### src/rtl/regfile_fwd_pkg.sv
package regfile_fwd_pkg;
  localparam int unsigned DEF_NUM_REGS = 32;
  localparam int unsigned DEF_DATA_W   = 32;
  localparam int unsigned NUM_RD_PORTS = 2;
endpackage

### src/rtl/rf_store.sv
module rf_store #(
  parameter int unsigned NUM_REGS = 32,
  parameter int unsigned DATA_W   = 32,
  localparam int unsigned ADDR_W  = $clog2(NUM_REGS)
) (
  input  logic                       clk_i,
  input  logic                       wr_en_i,
  input  logic [ADDR_W-1:0]          wr_addr_i,
  input  logic [DATA_W-1:0]          wr_data_i,
  output logic [NUM_REGS*DATA_W-1:0] regs_o
);
  // slot 0 is a constant; no flops behind it
  assign regs_o[DATA_W-1:0] = '0;

  for (genvar i = 1; i < NUM_REGS; i++) begin : g_reg
    logic [DATA_W-1:0] q;
    always_ff @(posedge clk_i) begin
      if (wr_en_i && (wr_addr_i == ADDR_W'(i))) q <= wr_data_i;
    end
    assign regs_o[i*DATA_W +: DATA_W] = q;
  end
endmodule

### src/rtl/rf_read_port.sv
module rf_read_port #(
  parameter int unsigned NUM_REGS = 32,
  parameter int unsigned DATA_W   = 32,
  localparam int unsigned ADDR_W  = $clog2(NUM_REGS)
) (
  input  logic [NUM_REGS*DATA_W-1:0] regs_i,
  input  logic [ADDR_W-1:0]          raddr_i,
  input  logic                       wr_en_i,
  input  logic [ADDR_W-1:0]          wr_addr_i,
  input  logic [DATA_W-1:0]          wr_data_i,
  output logic [DATA_W-1:0]          rdata_o
);
  logic [DATA_W-1:0] stored;
  logic              fwd_hit;

  assign stored  = regs_i[raddr_i*DATA_W +: DATA_W];
  // forwarding never targets the zero register
  assign fwd_hit = wr_en_i && (wr_addr_i == raddr_i) && (raddr_i != '0);

  always_comb begin
    rdata_o = stored;
    if (fwd_hit) rdata_o = wr_data_i;
  end
endmodule

### src/rtl/regfile_fwd.sv
module regfile_fwd
  import regfile_fwd_pkg::*;
#(
  parameter int unsigned NUM_REGS = DEF_NUM_REGS,
  parameter int unsigned DATA_W   = DEF_DATA_W,
  localparam int unsigned ADDR_W  = $clog2(NUM_REGS)
) (
  input  logic              clk_i,
  input  logic              rst_ni,
  input  logic              we_i,
  input  logic [ADDR_W-1:0] waddr_i,
  input  logic [DATA_W-1:0] wdata_i,
  input  logic [ADDR_W-1:0] raddr_a_i,
  output logic [DATA_W-1:0] rdata_a_o,
  input  logic [ADDR_W-1:0] raddr_b_i,
  output logic [DATA_W-1:0] rdata_b_o
);
  logic                       wr_en;
  logic [NUM_REGS*DATA_W-1:0] regs;
  logic [ADDR_W-1:0]          raddr [NUM_RD_PORTS];
  logic [DATA_W-1:0]          rdata [NUM_RD_PORTS];

  assign wr_en    = we_i & rst_ni;
  assign raddr[0] = raddr_a_i;
  assign raddr[1] = raddr_b_i;
  assign rdata_a_o = rdata[0];
  assign rdata_b_o = rdata[1];

  rf_store #(.NUM_REGS(NUM_REGS), .DATA_W(DATA_W)) u_store (
    .clk_i     (clk_i),
    .wr_en_i   (wr_en),
    .wr_addr_i (waddr_i),
    .wr_data_i (wdata_i),
    .regs_o    (regs)
  );

  for (genvar p = 0; p < NUM_RD_PORTS; p++) begin : g_rd
    rf_read_port #(.NUM_REGS(NUM_REGS), .DATA_W(DATA_W)) u_port (
      .regs_i    (regs),
      .raddr_i   (raddr[p]),
      .wr_en_i   (wr_en),
      .wr_addr_i (waddr_i),
      .wr_data_i (wdata_i),
      .rdata_o   (rdata[p])
    );
  end
endmodule

### config.mk
export PLATFORM = sky130hd
export DESIGN_NAME = regfile_fwd
export DESIGN_NICKNAME = d
export VERILOG_FILES = /design/src/rtl/regfile_fwd_pkg.sv /design/src/rtl/rf_store.sv /design/src/rtl/rf_read_port.sv /design/src/rtl/regfile_fwd.sv
export SDC_FILE = /design/constraint.sdc
export NUM_CORES = 1
export LEC_CHECK = 0
export ABC_AREA = 1
export BUFFER_PORTS_ARGS = -buffer_cell sky130_fd_sc_hd__buf_4
export CAP_MARGIN = 20
export CELL_PAD_IN_SITES_DETAIL_PLACEMENT = 1
export CELL_PAD_IN_SITES_GLOBAL_PLACEMENT = 1
export CORE_MARGIN = 2
export CORE_UTILIZATION = 35
export CTS_BUF_LIST = sky130_fd_sc_hd__clkbuf_4
export DETAILED_ROUTE_END_ITERATION = 16
export PLACE_DENSITY = 0.58
export SLEW_MARGIN = 20
export SYNTH_ARGS = -nofsm -noshare
export SYNTH_HDL_FRONTEND = slang
export SYNTH_SLANG_ARGS = --single-unit
export TNS_END_PERCENT = 5
### constraint.sdc
create_clock -name clk_i -period 7.8 [get_ports clk_i]
set_clock_uncertainty 0.05 [all_clocks]
set_input_delay 0.78 -clock clk_i [delete_from_list [all_inputs] [get_ports clk_i]]
set_output_delay 0.78 -clock clk_i [all_outputs]
set_load 0.03 [all_outputs]
==> out/qor.tcl <==
set qor(run_status) {finished, final reports clean}
set qor(ys.warnings.count) 0
set qor(synthesis.area_per_instance_um2) 8.15
set qor(placeableCoreArea_um2) 150000
set qor(seqPwrFrac_pct) 47.7
set qor(layout.nets) 6704
set qor(firstDrtPassIters) 5
set qor(gpl.final_weighted_congestion) 0.801
set qor(final.fill_count) 18005
set qor(io_buffers) 113
set qor(power_report.internal_total_mw) 8.80
set qor(crit_buf_inv) 5
set qor(ctsHtreeMaxLevel) 5
set qor(sequential_cell_area_um2) 29800
set qor(power.combinational.fraction_pct) 12.2
set qor(pre_cts_ws_ps) 2480
set qor(chip_width_um) 393
set qor(timing.fmax_mhz) 184
set qor(syn-instance-count) 6512
set qor(gr-usage-met3_pct) 4.39
set qor(cap_violations) 0
set qor(dr.first_iter.drc_count) 4265
set qor(initial_utilization_pct) 35.3
set qor(critPathArrivalTime_ps) 4610
set qor(synth_seq_cells) 992
set qor(worst_setup_path_start_kind) {input port}
set qor(post-route-period-util_pct) 69.7
set qor(max-vdd-ir-drop_v) 0.000109
set qor(floorplan.die_area_um2) 155000
set qor(net-switching-power_mw) 3.59
set qor(unrepaired_setup_endpoints_after_global_routing) {no}
set qor(detail_route.drc_violations) 0
set qor(multiInputGateArea_um2) 18500
set qor(synth.cell_area_um2) 53100
set qor(timing.final.ws_setup_ps) 2360
set qor(grt_pass1_vias) 49133
set qor(grt_pass1_wl_um) 340000
set qor(postRouteWirelength_um) 236000
set qor(global_route.usage.met2_pct) 48.0
set qor(areaGrowthSynthToFinish_pct) 12.2
set qor(p_clk_share_pct) 40.0
set qor(global_route.overflow_total) 0
set qor(finalSetupViolations) 0
set qor(initial_antenna_violation_count) 11
set qor(max_flop_register) {u_store.g.q}
set qor(use_met1_pct) 41.5
set qor(cellLeakagePower_nw) 25.7
set qor(grt_busiest_layer) {met2}
set qor(ys_types) 26
set qor(detailedPlacementHpwl_um) 126000
set qor(floorplan.rows) 142
set qor(max_reg_flops) 992
set qor(clockRootBuffer) {sky130_fd_sc_hd__clkbuf_4}
set qor(path_cells) {buf_8, inv_8, nand2_8, o21ai_1, a21oi_1, nand2_2, inv_2, buf_4, nand2_1, nand2_1, buf_4}
set qor(clkSinkCount) 992
set qor(ctsHoldBuffers) 32
set qor(wl_per_cell_um) 26.7
set qor(post_cts.repair.setup_buffers) 0
set qor(timing.setup.critical_path_class) {input port to primary output}
set qor(clockBufferDepth) 4
set qor(dp_cells) 8324
set qor(slew_headroom_pct) 21.8
set qor(cts_resized) 0
set qor(worst_path_cell_with_the_longest_stage_delay) {sky130_fd_sc_hd__nand2_8}
set qor(minimum_clock_period_ps) 5440
set qor(layoutNonFillerInstCount) 8856
set qor(yosysSeqAreaShare_pct) 56.1
set qor(worst_ep_required_time_ps) 6970
set qor(final_hold_viol_count) 0
set qor(powerDensity_nw_per_um2) 208
set qor(timing.critical_path.slowest_cell_delay_ps) 900
set qor(vias_per_cell) 5.42
set qor(worstPathMaxFanout) 92
set qor(num_vias) 48035
set qor(final_slew_violations) 0
set qor(globalRouteTotalUtil_pct) 30.0
set qor(cts_tree) {yes}
set qor(critical_path.endpoint_type) {primary output}
set qor(die_height_um) 393
set qor(layout-drive-gt1-share_pct) 10.1
set qor(holdCritPathClass) {input port to flop}
set qor(hold_ws_ps) 107
set qor(switch_share_pct) 29.0
set qor(grt_start_max_net_pins) 184
set qor(critPathTopFamily) {buffers and inverters}
set qor(reg_top3) {u_store.g.q: 992 flops}
set qor(clk_pin_slew_worst_paths_ps) 60
set qor(ios) 114
set qor(worst_slew_pin_slew_ps) 1170
set qor(final.setup.tns_ps) 0
set qor(number_of_cts_inserted_buffers) 312
set qor(synth_nets) 6562
set qor(route.antenna.remaining_nets) 0
[layout by cell type (no fill, tap or decap)]
cell	n
sky130_fd_sc_hd__or2_1	1
sky130_fd_sc_hd__a21oi_1	81
sky130_fd_sc_hd__o211ai_1	96
sky130_fd_sc_hd__clkinv_2	3
sky130_fd_sc_hd__clkinv_1	53
sky130_fd_sc_hd__clkbuf_8	1
sky130_fd_sc_hd__nand3_1	1184
sky130_fd_sc_hd__nor2_4	36
sky130_fd_sc_hd__inv_4	3
sky130_fd_sc_hd__bufinv_16	2
sky130_fd_sc_hd__nand2_1	2277
sky130_fd_sc_hd__buf_12	10
sky130_fd_sc_hd__o22ai_1	1
sky130_fd_sc_hd__edfxtp_1	992
sky130_fd_sc_hd__inv_6	1
sky130_fd_sc_hd__o21ai_0	87
sky130_fd_sc_hd__nand2_8	1
sky130_fd_sc_hd__dlygate4sd3_1	32
sky130_fd_sc_hd__nor3b_1	1
sky130_fd_sc_hd__o21ai_1	1
sky130_fd_sc_hd__inv_2	9
sky130_fd_sc_hd__inv_1	805
sky130_fd_sc_hd__inv_8	3
sky130_fd_sc_hd__nand2_4	1
sky130_fd_sc_hd__nand4_1	19
sky130_fd_sc_hd__buf_4	193
sky130_fd_sc_hd__nand2_2	1
sky130_fd_sc_hd__buf_8	4
sky130_fd_sc_hd__nor2_1	499
sky130_fd_sc_hd__buf_16	2
sky130_fd_sc_hd__o221ai_1	1
sky130_fd_sc_hd__nor3_1	2
sky130_fd_sc_hd__clkbuf_4	422
sky130_fd_sc_hd__diode_2	16
[area by class of cell]
type / count / share of cell area, %
Clock inverter: 62 / 0.486
Timing Repair Buffer: 242 / 3.53
Sequential cell: 992 / 50.0
Antenna cell: 16 / 0.0673
Clock buffer: 422 / 5.32
Tap cell: 2016 / 4.24
Inverter: 817 / 5.21
Multi-Input combinational cell: 4289 / 31.1
[power groups by stage]
stage	combinational [mW]	sequential [mW]	clock (mW)
2_1_floorplan	0.827	6.03	0
3_5_place_dp	1.48	6.03	0
3_3_place_gp	1.47	6.02	0
6_report	1.51	5.91	4.96
4_1_cts	1.51	5.91	5.07
5_1_grt	1.62	5.91	5.33
[cell usage after synthesis, drive strengths merged]
master     n  area share (%)
o211ai    96             1.4
o22ai      1           0.012
nor3       2           0.019
clkinv     2           0.014
o21ai     88            0.83
inv      815             5.8
nand2   2280              16
nor2     535             3.8
buf      322             3.1
o221ai     1           0.017
nor3b      1           0.014
nand3   1184              11
nand4     19            0.22
or2        1           0.012
edfxtp   992              56
clkbuf    92            0.65
a21oi     81            0.76
[path summary, 6_finish.rpt]
path          from                               end  slack, ps  cells after the start
max   raddr_b_i[0]                      rdata_b_o[0]       2360                     11
min     waddr_i[2]  u_store.g_reg[9].q[27]$_DFFE_PP_        110                      4
[metrics by stage]
step | util [%] | cell area, µm² | total power, mW
after floorplan | - | 53100 | 6.85
after global placement | 37.1 | 55600 | 7.50
after detailed placement | 37.1 | 55700 | 7.51
after CTS | 39.6 | 59500 | 12.5
after global routing | 39.6 | 59500 | 12.9
final | 39.6 | 59500 | 12.4
[cells by family after synthesis]
| kind of cell | after synthesis | share of synthesized area (%) |
|---|---|---|
| simple gates | 4022 | 31.4 |
| compound gates | 267 | 2.98 |
| buf+inv | 1231 | 9.49 |
| flops | 992 | 56.1 |
[metal layers]
metal,up-vias,part of all wire (%)
li1,21504,-
met2,1766,46
met5,-,0.0051
met3,467,6.3
met4,2,3.1
met1,24296,45
No activity file was read; power rests on OpenSTA's default activity.
